<file path="config.mk">
export PLATFORM = sky130hd
export DESIGN_NAME = nonrestore_divider
export DESIGN_NICKNAME = d
export VERILOG_FILES = /design/src/rtl/nrdiv_pkg.sv /design/src/rtl/nrdiv_addsub.sv /design/src/rtl/nrdiv_ctrl.sv /design/src/rtl/nonrestore_divider.sv
export SDC_FILE = /design/constraint.sdc
export NUM_CORES = 1
export LEC_CHECK = 0
export ABC_AREA = 1
export CELL_PAD_IN_SITES_DETAIL_PLACEMENT = 0
export CELL_PAD_IN_SITES_GLOBAL_PLACEMENT = 1
export CORE_MARGIN = 2
export CORE_UTILIZATION = 34
export CTS_CLUSTER_SIZE = 20
export DETAILED_ROUTE_END_ITERATION = 8
export GPL_TIMING_DRIVEN = 0
export PLACE_DENSITY = 0.85
export SLEW_MARGIN = 15
export SYNTH_ARGS = -nofsm -noshare
export SYNTH_HDL_FRONTEND = slang
export SYNTH_HIERARCHICAL = 1
export SYNTH_SLANG_ARGS = --single-unit
</file>
<file path="constraint.sdc">
create_clock -name clk -period 3.9 [get_ports clk]
set_input_delay 0.78 -clock clk [delete_from_list [all_inputs] [get_ports clk]]
set_output_delay 0.78 -clock clk [all_outputs]
set_load 0.02 [all_outputs]
</file>
<file path="src/rtl/nrdiv_pkg.sv">
package nrdiv_pkg;
    typedef enum logic [1:0] {
        ST_IDLE = 2'd0,
        ST_ITER = 2'd1,
        ST_FIX  = 2'd2,
        ST_DONE = 2'd3
    } nrdiv_state_e;
endpackage

</file>
<file path="src/rtl/nrdiv_addsub.sv">
// One (W)-bit adder shared by the iteration and the correction step.
module nrdiv_addsub #(
    parameter int W = 33
) (
    input  logic [W-1:0] a,
    input  logic [W-1:0] b,
    input  logic         sub,
    output logic [W-1:0] y
);
    logic [W-1:0] b_eff;

    always_comb begin
        b_eff = b ^ {W{sub}};
        y     = a + b_eff + {{(W-1){1'b0}}, sub};
    end
endmodule

</file>
<file path="src/rtl/nrdiv_ctrl.sv">
// Sequencer: idle -> WIDTH iteration cycles -> one correction -> done pulse.
module nrdiv_ctrl
    import nrdiv_pkg::*;
#(
    parameter int N = 32
) (
    input  logic         clk,
    input  logic         rst_n,
    input  logic         start,
    output nrdiv_state_e state_o
);
    localparam int CW = $clog2(N + 1);

    typedef struct packed {
        nrdiv_state_e st;
        logic [CW-1:0] cnt;
    } ctrl_t;

    ctrl_t c_d, c_q;

    always_comb begin
        c_d = c_q;
        unique case (c_q.st)
            ST_IDLE: begin
                if (start) begin
                    c_d.st  = ST_ITER;
                    c_d.cnt = CW'(N);
                end
            end
            ST_ITER: begin
                c_d.cnt = c_q.cnt - CW'(1);
                if (c_q.cnt == CW'(1)) c_d.st = ST_FIX;
            end
            ST_FIX:  c_d.st = ST_DONE;
            ST_DONE: c_d.st = ST_IDLE;
            default: c_d.st = ST_IDLE;
        endcase
    end

    always_ff @(posedge clk) begin
        if (!rst_n) begin
            c_q.st  <= ST_IDLE;
            c_q.cnt <= '0;
        end else begin
            c_q <= c_d;
        end
    end

    assign state_o = c_q.st;

    // an idle start is taken at once
    a_r2_accept: assert property (@(posedge clk) disable iff (!rst_n)
        (c_q.st == ST_IDLE && start) |=> (c_q.st == ST_ITER && c_q.cnt == CW'(N)));
    // last iteration hands over to the correction cycle
    a_r3_fix_follows: assert property (@(posedge clk) disable iff (!rst_n)
        (c_q.st == ST_ITER && c_q.cnt == CW'(1)) |=> (c_q.st == ST_FIX));
    // done lasts one cycle
    a_r3_done_single: assert property (@(posedge clk) disable iff (!rst_n)
        (c_q.st == ST_DONE) |=> (c_q.st == ST_IDLE));
    // start cannot disturb a running count
    a_r6_no_restart: assert property (@(posedge clk) disable iff (!rst_n)
        (c_q.st == ST_ITER && c_q.cnt > CW'(1)) |=> (c_q.st == ST_ITER && c_q.cnt == $past(c_q.cnt) - CW'(1)));
endmodule

</file>
<file path="src/rtl/nonrestore_divider.sv">
module nonrestore_divider
    import nrdiv_pkg::*;
#(
    parameter int WIDTH = 32
) (
    input  logic             clk,
    input  logic             rst_n,
    input  logic             start,
    input  logic [WIDTH-1:0] dividend,
    input  logic [WIDTH-1:0] divisor,
    output logic             busy,
    output logic             done,
    output logic             div_by_zero,
    output logic [WIDTH-1:0] quotient,
    output logic [WIDTH-1:0] remainder
);
    localparam int RW = WIDTH + 1;

    typedef struct packed {
        logic [RW-1:0]    r;
        logic [WIDTH-1:0] q;
        logic [RW-1:0]    m;
        logic             dz;
    } dp_t;

    dp_t d_d, d_q;
    nrdiv_state_e state;

    logic [RW-1:0]    r_shift;
    logic [WIDTH-1:0] q_shift;
    logic [RW-1:0]    add_a;
    logic             add_sub;
    logic [RW-1:0]    add_y;

    nrdiv_ctrl #(.N(WIDTH)) u_ctrl (
        .clk     (clk),
        .rst_n   (rst_n),
        .start   (start),
        .state_o (state)
    );

    // Remainder and quotient shifted left together as one register pair.
    always_comb begin
        r_shift = {d_q.r[WIDTH-1:0], d_q.q[WIDTH-1]};
        q_shift = {d_q.q[WIDTH-2:0], 1'b0};
        add_a   = (state == ST_FIX) ? d_q.r : r_shift;
        add_sub = (state == ST_ITER) && !d_q.r[RW-1];
    end

    nrdiv_addsub #(.W(RW)) u_addsub (
        .a   (add_a),
        .b   (d_q.m),
        .sub (add_sub),
        .y   (add_y)
    );

    always_comb begin
        d_d = d_q;
        unique case (state)
            ST_IDLE: begin
                if (start) begin
                    d_d.r  = '0;
                    d_d.q  = dividend;
                    d_d.m  = {1'b0, divisor};
                    d_d.dz = (divisor == '0);
                end
            end
            ST_ITER: begin
                d_d.r = add_y;
                d_d.q = {q_shift[WIDTH-1:1], ~add_y[RW-1]};
            end
            ST_FIX: begin
                if (d_q.r[RW-1]) d_d.r = add_y;
            end
            default: ;
        endcase
    end

    always_ff @(posedge clk) begin
        if (!rst_n) begin
            d_q <= '0;
        end else begin
            d_q <= d_d;
        end
    end

    assign busy        = (state != ST_IDLE);
    assign done        = (state == ST_DONE);
    assign div_by_zero = d_q.dz;
    assign quotient    = d_q.q;
    assign remainder   = d_q.r[WIDTH-1:0];

    // the correction leaves a non-negative remainder
    a_r4_fix_nonneg: assert property (@(posedge clk) disable iff (!rst_n)
        (state == ST_FIX && !d_q.dz) |=> !d_q.r[RW-1]);
    // remainder below divisor when results are presented
    a_r5_rem_below: assert property (@(posedge clk) disable iff (!rst_n)
        (done && !div_by_zero) |-> (remainder < d_q.m[WIDTH-1:0]));
    // the flag moves only at an accepting edge
    a_r7_flag_held: assert property (@(posedge clk) disable iff (!rst_n)
        (state != ST_IDLE) |=> $stable(d_q.dz));
    // results are held while idle without a start
    a_r8_hold: assert property (@(posedge clk) disable iff (!rst_n)
        (state == ST_IDLE && !start) |=> ($stable(quotient) && $stable(remainder)));
    // divisor register is frozen while busy
    a_r6_divisor_frozen: assert property (@(posedge clk) disable iff (!rst_n)
        (state != ST_IDLE) |=> $stable(d_q.m));
endmodule

</file>
# Yosys cells after proc, flatten, opt, wreduce, memory -nomap -nowiden
# Cells that the tools add are included.
# word_totals
ff_bits,106
latch_bits,0
ram_bits,0
romBits,0
output_inout_bits,67
wordCells,40
n_memories,0
# op_classes
add_sub_neg,3
n_mul,0
div,0
n_lt_le_gt_ge,0
eq_ne,7
n_shift,0
mux,9
n_bitwise,2
reduce_logical,12
# ops
cell,n
two-way mux 99 bit,1
one-hot mux 33 bit (3 select lines),1
two-way mux 33 bit,2
one-hot mux 32 bit (2 select lines),1
adder 33 x 1 -> 33 bit,1
adder 33 bit,1
XOR 32 x 33 -> 33 bit,1
zero test 32 bit,1
one-hot mux 6 bit (2 select lines),1
two-way mux 8 bit,1
one-hot mux 2 bit (4 select lines),1
AND reduction 2 bit,4
"equality test 6 x 1 -> 1 bit, second input constant",1
"subtractor 6 x 1 -> 6 bit, second input constant",1
"equality test 2 bit, second input constant",2
"inequality test 2 bit, second input constant",2
nonzero test 2 bit,2
AND reduction 3 bit,1
nonzero test 3 bit,1
"equality test 2 x 1 -> 1 bit, second input constant",1
zero test 2 bit,1
two-way mux 2 bit,1
"inequality test 2 x 1 -> 1 bit, second input constant",1
logical AND 1 bit,1
other kinds (2),2

# Depth between registers and ports, before layout
# Gate-level depths: netlist (run 1).
# depth
word_depth,7
depth_mapped,25
depth_no_buf,23

# By module
# Netlist (run 1), hierarchy kept.
# modules_own_cells
mod,instances,cells_each,area_each_um2,seq_area_each_um2
nonrestore_divider,1,648,4719.5,1961.9
nrdiv_addsub,1,503,2663.8,0.0
nrdiv_ctrl,1,73,515.5,160.2

# Least setup slack after synthesis (run 1)
# OpenSTA, ideal clock, no wires.
# synth_path
kind,register to register
from,"register u_ctrl.c_q, in the netlist u_ctrl/state_o[0]"
to,"register d_q, in the netlist remainder[22]"
setup_time_ns,0.070
arrival_time_ns,2.972
slack_ns,0.858
path_stages_with_launch,26
synth_period_minus_slack_ns,3.042
path_cell_list,dfxtp_1 -> buf_4 -> inv_1 -> ha_1 -> buf_4 -> inv_2 -> clkbuf_1 -> o21ai_0 -> nand2_1 -> nand2_2 -> inv_1 -> fa_1 -> nand3b_1 -> nand2_1 -> nand2_1 -> nand2_1 -> nand3_1 -> nand2_1 -> nand2_1 -> nand2_1 -> nand2_1 -> nand2_1 -> nand2_1 -> nor2_1 -> o21ai_0 -> a21oi_1
# synth_via
word_cells_on_any_way,14
classes_between,add/sub (2); eq/ne (4); mux (3); bitwise (1); reduce/logical (4)
# synth_lines
item,line,text
"start, declared",nrdiv_ctrl.sv:19,"ctrl_t c_d, c_q;"
equality test 2 bit *,nonrestore_divider.sv:46,add_a = (state == ST_FIX) ? d_q.r : r_shift;
two-way mux 33 bit *,nonrestore_divider.sv:46,
via add_a[0],nonrestore_divider.sv:31,logic [RW-1:0] add_a;
adder 33 bit *,nrdiv_addsub.sv:14,"y = a + b_eff + {{(W-1){1'b0}}, sub};"
adder 33 x 1 -> 33 bit *,nrdiv_addsub.sv:14,
via add_y[22],nonrestore_divider.sv:33,logic [RW-1:0] add_y;
two-way mux 33 bit,nonrestore_divider.sv:73,if (d_q.r[RW-1]) d_d.r = add_y;
one-hot mux 33 bit (3 select lines) *,nonrestore_divider.sv:59,unique case (state)
"end signal, assigned",nonrestore_divider.sv:81,d_q <= '0;
"end signal, assigned",nonrestore_divider.sv:83,d_q <= d_d;
"end, declared",nonrestore_divider.sv:26,"dp_t d_d, d_q;"
# Mark *: on every way through the listed nets, which the timed path passes. The rest lies on a longest branch. The select of a mux whose other input is x is not followed.
# A chain may end at the register's enable or synchronous reset.

# Final worst setup path (run 1)
# Same ends and word-level chain as after synthesis.

==> results of run 1 <==
per-stage QoR:
step	cells	area [µm²]	power, µW	setup WS, ns	util, %
3_3_place_gp	1642	9590	5660	0.197	42.2
2_1_floorplan	1224	7900	4460	0.858	-
4_1_cts	1658	9880	6630	0.131	43.5
5_1_grt	1658	9890	7170	0.0135	43.5
6_report	1658	9890	6620	0.318	43.5
3_5_place_dp	1642	9590	5690	0.149	42.2
placed cells by master (no fill, tap or decap), drive strengths merged, types with 9 or more instances in the layout:
master and instances:
clkdlybuf4s50 133, buf 88, a22oi 31, dfxtp 106, nor3 9, a21oi 104
nor2 144, inv 130, ha 41, nand3 31, clkbuf 31, xor2 46
o21ai 93, nand2 361
worst max-delay path, cell delays in order, from the launching register on:
cell                       delay, ns
sky130_fd_sc_hd__dfxtp_1        0.34
sky130_fd_sc_hd__buf_4          0.16
sky130_fd_sc_hd__inv_1          0.07
sky130_fd_sc_hd__ha_1           0.15
sky130_fd_sc_hd__buf_4          0.17
sky130_fd_sc_hd__inv_2          0.11
sky130_fd_sc_hd__clkbuf_2       0.24
sky130_fd_sc_hd__o21ai_2        0.19
sky130_fd_sc_hd__nand2_1        0.08
sky130_fd_sc_hd__nand2_2        0.10
sky130_fd_sc_hd__inv_1          0.06
sky130_fd_sc_hd__fa_1           0.40
sky130_fd_sc_hd__nand3b_1       0.18
sky130_fd_sc_hd__nand2_1        0.14
sky130_fd_sc_hd__nand2_1        0.06
sky130_fd_sc_hd__nand2_1        0.13
sky130_fd_sc_hd__nand3_1        0.08
sky130_fd_sc_hd__nand2_1        0.18
sky130_fd_sc_hd__nand2_1        0.10
sky130_fd_sc_hd__nand2_1        0.08
sky130_fd_sc_hd__nand2_1        0.05
sky130_fd_sc_hd__nand2_1        0.07
sky130_fd_sc_hd__nand2_1        0.05
sky130_fd_sc_hd__nor2_1         0.11
sky130_fd_sc_hd__o21ai_0        0.09
sky130_fd_sc_hd__a21oi_1        0.12
power by group:
group | switching, µW | total [µW] | internal, µW | leakage [µW]
clock | 473 | 923 | 451 | 0.000141
sequential | 280 | 1690 | 1410 | 0.000871
combinational | 2380 | 4000 | 1620 | 0.00383
total | 3130 | 6620 | 3480 | 0.00484
per-layer routing:
layer	up-vias	wire length (µm)	track usage (%)
met2	180	11000	33.3
met1	3550	10900	24.8
met3	26	1350	3.96
li1	4105	-	-
met5	-	0	0
met4	0	435	6.20
flip-flops by register name (all words and copies together) (netlist names):
| name | count |
|---|---|
| remainder | 32 |
| quotient | 32 |
| u_ctrl/c_q | 6 |
| u_ctrl/state_o | 2 |
| d_q | 33 |
| div_by_zero | 1 |
area by class of cell:
class | count | area share (%)
inverter | 128 | 4.86
multi-input combinational | 879 | 46.1
clock inverter | 7 | 0.709
buffer | 111 | 7.53
tap | 285 | 3.61
clock buffer | 9 | 2.28
timing repair buffer | 133 | 13.5
sequential | 106 | 21.5
worst max-delay path by stage:
stage	start	to	slack [ns]
after detailed placement	u_ctrl/state_o[0]$_SDFFE_PN0P_	remainder[22]$_SDFFE_PN0P_	0.15
final	u_ctrl/state_o[0]$_SDFFE_PN0P_	remainder[22]$_SDFFE_PN0P_	0.32
after floorplan	u_ctrl/state_o[0]$_SDFFE_PN0P_	remainder[22]$_SDFFE_PN0P_	0.86
after global placement	u_ctrl/state_o[0]$_SDFFE_PN0P_	remainder[22]$_SDFFE_PN0P_	0.20
after global routing	u_ctrl/state_o[0]$_SDFFE_PN0P_	remainder[22]$_SDFFE_PN0P_	0.01
after CTS	u_ctrl/state_o[0]$_SDFFE_PN0P_	remainder[22]$_SDFFE_PN0P_	0.13
timing repair:
action / 4_1_cts / 5_1_grt
endpoints found under the setup margin: 0 / 1
hold endpoints to repair: 0 / 0
setup buffers: 0 / 0
gates resized for setup: 0 / 6
kinds of logic (layout without fill, tap and decap cells):
group                      Yosys count  after routing
buffers and inverters              239            388
and+or+nand+nor                    552            552
xor gates and xnor gates            50             50
AOI/OAI and AO/OA                  234            234
other                                1              1
adders and majority gates           42             42
DFF                                106            106
==> out/qor.log, run 1 <==
qor: layout.area_delta_synth_final 25.2%
qor: run_status.outcome finished clean
qor: worst_hold_path.timing.hold.worst_path_depth 2
qor: clocking.clkTransAtPathRegs 0.07 ns
qor: layout.antenna_cells_inserted 0
qor: yosys.area_share_of_fa_ha_maj_cells_after_synthesis 6.75%
qor: critical_path.worst_setup_path_end_kind register
qor: timing.rsz0062_at_grt no
qor: detailed_routing.dr_total_vias 7861
qor: yosys.yosys-top-cells-area sky130_fd_sc_hd__dfxtp_1, sky130_fd_sc_hd__nand2_1, sky130_fd_sc_hd__buf_4, sky130_fd_sc_hd__ha_1, sky130_fd_sc_hd__a21oi_1
qor: critical_path.worst-endpoint-arrival 3.88 ns
qor: yosys.synth_seq_area_share 26.9%
qor: detailed_routing.detail_route.vias_per_cell 4.74
qor: global_route.grt_pass1_wl 38200 µm
qor: critical_path.worstPathRequired 4.20 ns
qor: power.vdd_ir_drop_max 0.000428 V
qor: timing.finalClockSkew 0.0121 ns
qor: placed_design.dp_hpwl 19100 µm
qor: global_route.grt_start_max_net_pins 21
qor: floorplan.die_y_extent 156 µm
qor: yosys.postSynthNetCount 1333
qor: yosys.distinct_cell_type_count_of_the_synthesized_netlist 41
qor: floorplan.core-area 0.0227 mm²
qor: floorplan.dieArea 0.0245 mm²
qor: clocking.ctsHoldBuffers 0
qor: critical_path.worstSetupStartpointType register
qor: global_route.grt_usage 19.6%
qor: clocking.numCtsBuffers 9
qor: yosys.synth_area_leader_cell sky130_fd_sc_hd__dfxtp_1
qor: critical_path.rr_worst_depth 25
qor: timing.timing.max_slew.rel_slack 60.1%
qor: timing.hold_viol 0
qor: yosys.post-synth-top-count-cell sky130_fd_sc_hd__nand2_1
qor: yosys.synth-compound-area-share 16.4%
qor: yosys.synth_seq_cells 106
qor: global_route.first_global_vias 7675
qor: worst_hold_path.worstHoldEndpoint u_ctrl/c_q[1]$_SDFFE_PN0P_
qor: yosys.ys.warnings.count 6
qor: detailed_routing.drt_wl_total 23700 µm
qor: yosys.synth_xor_xnor_area_share 5.54%
qor: clocking.cts_tree built
qor: timing.hold_ws 0.464 ns
qor: timing.final.min_clock_period 3.58 ns
qor: timing.setup_viol_count_final 0
qor: detailed_routing.drt-wirelength-per-cell 14.3 µm
qor: yosys.syn-mean-instance-area 6.45 µm²
qor: yosys.postSynth.asyncResetShare 0%
qor: floorplan.die_width 156 µm
qor: yosys.netlist_instances 1224
qor: detailed_routing.detailedRoute.firstPassIterationCount 5
qor: floorplan.floorplan.initialDensity 34.8%
qor: yosys.netlist_area 0.00790 mm²
qor: layout.final_layout_size_suffix_gt1_share 11.7%
qor: timing.tns 0 ns
qor: yosys.synth.cells.most_frequent sky130_fd_sc_hd__nand2_1, sky130_fd_sc_hd__nor2_1, sky130_fd_sc_hd__inv_1
qor: critical_path.crit_fanout 10
qor: yosys.synth_top_family_by_area simple AND/OR/NAND/NOR gates
qor: yosys.postSynth.topFlopCell sky130_fd_sc_hd__dfxtp_1
qor: global_route.grt_antenna_before_repair 0
qor: power.powerDensity 669 mW/mm²
qor: clocking.clock_tree.htree_level_count 3
qor: yosys.synth_simple_gate_area_share 28.9%
qor: clocking.clk_path_buf_depth 2
qor: detailed_routing.initialDrtViolationCount 461
qor: critical_path.r2r_start u_ctrl/state_o[0]$_SDFFE_PN0P_
qor: layout.register_area 0.00212 mm²
qor: critical_path.r2r_setup_slk 0.32 ns
qor: yosys.synthMuxAreaShare 0%
qor: detailed_routing.drc 0
qor: clocking.root_cell_of_the_clock_tree sky130_fd_sc_hd__clkbuf_16
qor: critical_path.worst_r2r_endpoint remainder[22]$_SDFFE_PN0P_
qor: worst_hold_path.min-delay-path-class reg2reg
qor: global_route.grt_overflow 0
qor: timing.tightest_slew 0.599 ns
qor: timing.max_clock_freq 0.279 GHz
qor: detailed_routing.antenna_violating_nets_post_route 0
qor: power.total_leakage_power 0.00484 µW
qor: layout.multi_input_area 0.00456 mm²
qor: timing.period_share 91.8%
qor: placed_design.gp_weighted_congestion 0.941
qor: clocking.clk-insertion-delay-late 0.37 ns
qor: floorplan.pin_count 134
qor: critical_path.critical_path_class reg2reg
qor: layout.final_net_count 1477
qor: yosys.yosysTopAreaCellShare 26.9%
qor: run.max-cap-violations 0
qor: timing.slew_viol_final 0
qor: floorplan.standard_cell_row_count 55
qor: layout.filler_cell_count 2455
qor: worst_hold_path.hp-start u_ctrl/c_q[1]$_SDFFE_PN0P_
qor: clocking.cts_sinks 106
qor: placed_design.place.port_buffers 133
qor: yosys.edff_count_synth 0
Power figures use the tool's default switching activity.
==> inputs of run 2 (changes only) <==
Settings changed: GPL_ROUTABILITY_DRIVEN from default to 0.
==> run 2 against run 1 <==
Setup slack improved by 0.013 ns. First-iteration DRC count is 10% higher. Global-route usage is 0.091 points lower. Non-clock buffer count did not move. Critical path type unchanged. Count of clock-buffer cells in the layout did not move. Utilization barely moved. Largest cell class unchanged. Sequential share of layout area barely moved. Register-to-register slack about the same. Critical path depth stayed put.
==> out/qor.log, run 2 (same netlist as run 1, synthesis figures left out) <==
qor: power.fin_total_pwr 6580 µW [was 6620 µW]
qor: placed_design.dp.cells 1642 [unchanged]
qor: floorplan.dieArea 0.0245 mm² [unchanged]
qor: run_status.outcome finished clean [unchanged]
qor: clocking.clk-insertion-delay-late 0.37 ns [about the same]
qor: layout.final_cells 1658 [unchanged]
qor: layout.multi_input_area 0.00456 mm² [about the same]
qor: clocking.root_cell_of_the_clock_tree sky130_fd_sc_hd__clkbuf_16 [unchanged]
qor: clocking.cts_tree built [unchanged]
qor: layout.most_used_cells_in_the_layout_excluding_fill_and_tap_cells sky130_fd_sc_hd__nand2_1, sky130_fd_sc_hd__nor2_1, sky130_fd_sc_hd__clkdlybuf4s50_1 [unchanged]
qor: clocking.numCtsBuffers 9 [unchanged]
qor: clocking.cts_sinks 106 [unchanged]
qor: detailed_routing.drt-wirelength-per-cell 14.2 µm [was 14.3 µm]
qor: global_route.grt_start_max_net_pins 20 [was 21]
qor: global_route.grt_antenna_before_repair 0 [unchanged]
qor: clocking.clock_tree.htree_level_count 3 [unchanged]
qor: critical_path.worstPathRequired 4.20 ns [about the same]
qor: floorplan.pin_count 134 [unchanged]
qor: timing.timing.max_slew.rel_slack 60.0% [was 60.1%]
qor: floorplan.core-area 0.0227 mm² [unchanged]
qor: detailed_routing.drc 0 [unchanged]
qor: critical_path.crit_path_max_incr_delay 0.41 ns [was 0.40 ns]
qor: clocking.clkTransAtPathRegs 0.08 ns [was 0.07 ns]
qor: timing.tightest_slew 0.599 ns [about the same]
qor: layout.antenna_cells_inserted 0 [unchanged]
qor: placed_design.place.port_buffers 133 [unchanged]
qor: global_route.grt_pass1_wl 37800 µm [was 38200 µm]
qor: timing.hold_viol 0 [unchanged]
qor: critical_path.worst-endpoint-arrival 3.87 ns [was 3.88 ns]
qor: layout.final_layout_size_suffix_gt1_share 11.7% [unchanged]
qor: critical_path.critical_path_class reg2reg [unchanged]
qor: detailed_routing.drt_wl_total 23500 µm [was 23700 µm]
qor: timing.setup_viol_count_final 0 [unchanged]
qor: global_route.first_global_vias 7477 [was 7675]
qor: timing.final.min_clock_period 3.57 ns [was 3.58 ns]
qor: power.total_leakage_power 0.00483 µW [was 0.00484 µW]
qor: critical_path.timing.critical_path.mode_cell sky130_fd_sc_hd__nand2_1 [unchanged]
qor: critical_path.worstSetupStartpointType register [unchanged]
qor: global_route.grt_usage 19.5% [was 19.6%]
qor: run.max-cap-violations 0 [unchanged]
qor: clocking.cts_post_setup_buffers_inserted 0 [unchanged]
qor: placed_design.dp_hpwl 19000 µm [was 19100 µm]
qor: detailed_routing.detail_route.vias_per_cell 4.70 [was 4.74]
qor: floorplan.die_width 156 µm [unchanged]
qor: timing.rsz0062_at_grt no [unchanged]
qor: layout.filler_cell_count 2460 [was 2455]
qor: clocking.clk_path_buf_depth 2 [unchanged]
qor: layout.final_net_count 1477 [unchanged]
qor: detailed_routing.initialDrtViolationCount 509 [was 461]
qor: timing.finalClockSkew 0.0114 ns [was 0.0121 ns]
qor: detailed_routing.antenna_violating_nets_post_route 0 [unchanged]
qor: worst_hold_path.min-delay-path-class reg2reg [unchanged]
qor: layout.top_register d_q [unchanged]
qor: layout.post-route-util 43.5% [about the same]
qor: floorplan.standard_cell_row_count 55 [unchanged]
qor: critical_path.crit_slowest_cell sky130_fd_sc_hd__fa_1 [unchanged]
qor: floorplan.floorplan.initialDensity 34.8% [unchanged]
qor: power.powerDensity 666 mW/mm² [was 669 mW/mm²]
qor: critical_path.worst_setup_path_end_kind register [unchanged]
qor: timing.max_clock_freq 0.280 GHz [was 0.279 GHz]
qor: power.vdd_ir_drop_max 0.000372 V [was 0.000428 V]
qor: detailed_routing.detailedRoute.firstPassIterationCount 5 [unchanged]
qor: timing.period_share 91.5% [was 91.8%]
qor: timing.tns 0 ns [unchanged]
qor: critical_path.crit_fanout 10 [unchanged]
qor: floorplan.die_y_extent 156 µm [unchanged]
qor: layout.mostFrequentLayoutCell sky130_fd_sc_hd__nand2_1 [unchanged]
qor: detailed_routing.dr_total_vias 7785 [was 7861]
qor: layout.register_area 0.00212 mm² [unchanged]
qor: timing.hold_ws 0.462 ns [was 0.464 ns]
qor: layout.area_delta_synth_final 25.1% [was 25.2%]
qor: timing.slew_viol_final 0 [unchanged]
qor: layout.largest_register_ffs 33 [unchanged]
qor: global_route.grt_overflow 0 [unchanged]
==> run 2: changes by cell type in the layout (fill, tap and decap cells not counted) <==
| cell | before | now |
|---|---|---|
| sky130_fd_sc_hd__clkinv_8 | 1 | 0 |
| sky130_fd_sc_hd__o21ai_2 | 2 | 1 |
| sky130_fd_sc_hd__inv_6 | 2 | 0 |
| sky130_fd_sc_hd__inv_8 | 1 | 2 |
| sky130_fd_sc_hd__nand2_2 | 16 | 17 |
| sky130_fd_sc_hd__clkinvlp_4 | 1 | 3 |
| sky130_fd_sc_hd__o21ai_1 | 8 | 9 |
| sky130_fd_sc_hd__nand2_1 | 342 | 341 |
==> run 2: per-stage QoR <==
stage | cell area (µm²) | setup WS [ns]
after floorplan | 7900 | 0.858
after global placement | 9590 | 0.175
after detailed placement | 9590 | 0.147
after CTS | 9870 | 0.110
after global routing | 9880 | 0.0444
final | 9880 | 0.332
==> run 2: worst max-delay path: cells and delay by family, from the launching register on <==
kind / cells / cell delay [ns]
flops: 1 / 0.34
simple gates: 14 / 1.37
compound gates: 3 / 0.44
fa+ha+maj: 2 / 0.55
buf+inv: 6 / 0.79
==> run 2: worst paths after layout <==
kind                             startpoint                    endpoint  slack [ns]  depth (start not counted)
max          u_ctrl/state_o[0]$_SDFFE_PN0P_  remainder[22]$_SDFFE_PN0P_        0.33                         25
max reg2reg  u_ctrl/state_o[0]$_SDFFE_PN0P_  remainder[22]$_SDFFE_PN0P_        0.33                         25
min reg2reg      u_ctrl/c_q[1]$_SDFFE_PN0P_  u_ctrl/c_q[1]$_SDFFE_PN0P_        0.46                          2
min              u_ctrl/c_q[1]$_SDFFE_PN0P_  u_ctrl/c_q[1]$_SDFFE_PN0P_        0.46                          2
==> run 2: power breakdown <==
group	internal, µW	switching (µW)	leakage [µW]
sequential	1410	279	0.000871
combinational	1620	2350	0.00383
clock	446	475	0.000132
==> run 2: final cells by class <==
| cell class | instances | area share (%) |
|---|---|---|
| clock inverters | 7 | 0.633 |
| repair buffers | 133 | 13.5 |
| plain buffers | 111 | 7.54 |
| inverters | 128 | 4.86 |
| flip-flops and latches | 106 | 21.5 |
| clock buffers | 9 | 2.28 |
| multi-input cells | 879 | 46.1 |
| well taps | 285 | 3.61 |
==> run 2: timing repair <==
action / in CTS / in global routing
endpoints found under the setup margin: 0 / 2
gates resized for setup: 0 / 6
hold buffers: 0 / 0
==> run 2: layer usage <==
layer  share of wire (%)  vias to the layer above  wire (µm)  global-route usage, %
li1                    -                     4108          -                      -
met1                  46                     3470      10800                   25.1
met2                  46                      183      10900                   32.8
met3                 6.7                       24       1570                   4.79
met4                 1.3                        0        299                   4.46
met5                   0                        -          0                      0
==> inputs of run 3 (changes only) <==
Settings changed: CTS_CLUSTER_DIAMETER from default to 100.
==> results of run 3 <==
Final layout, timing and power as in run 2 (identical DEF).
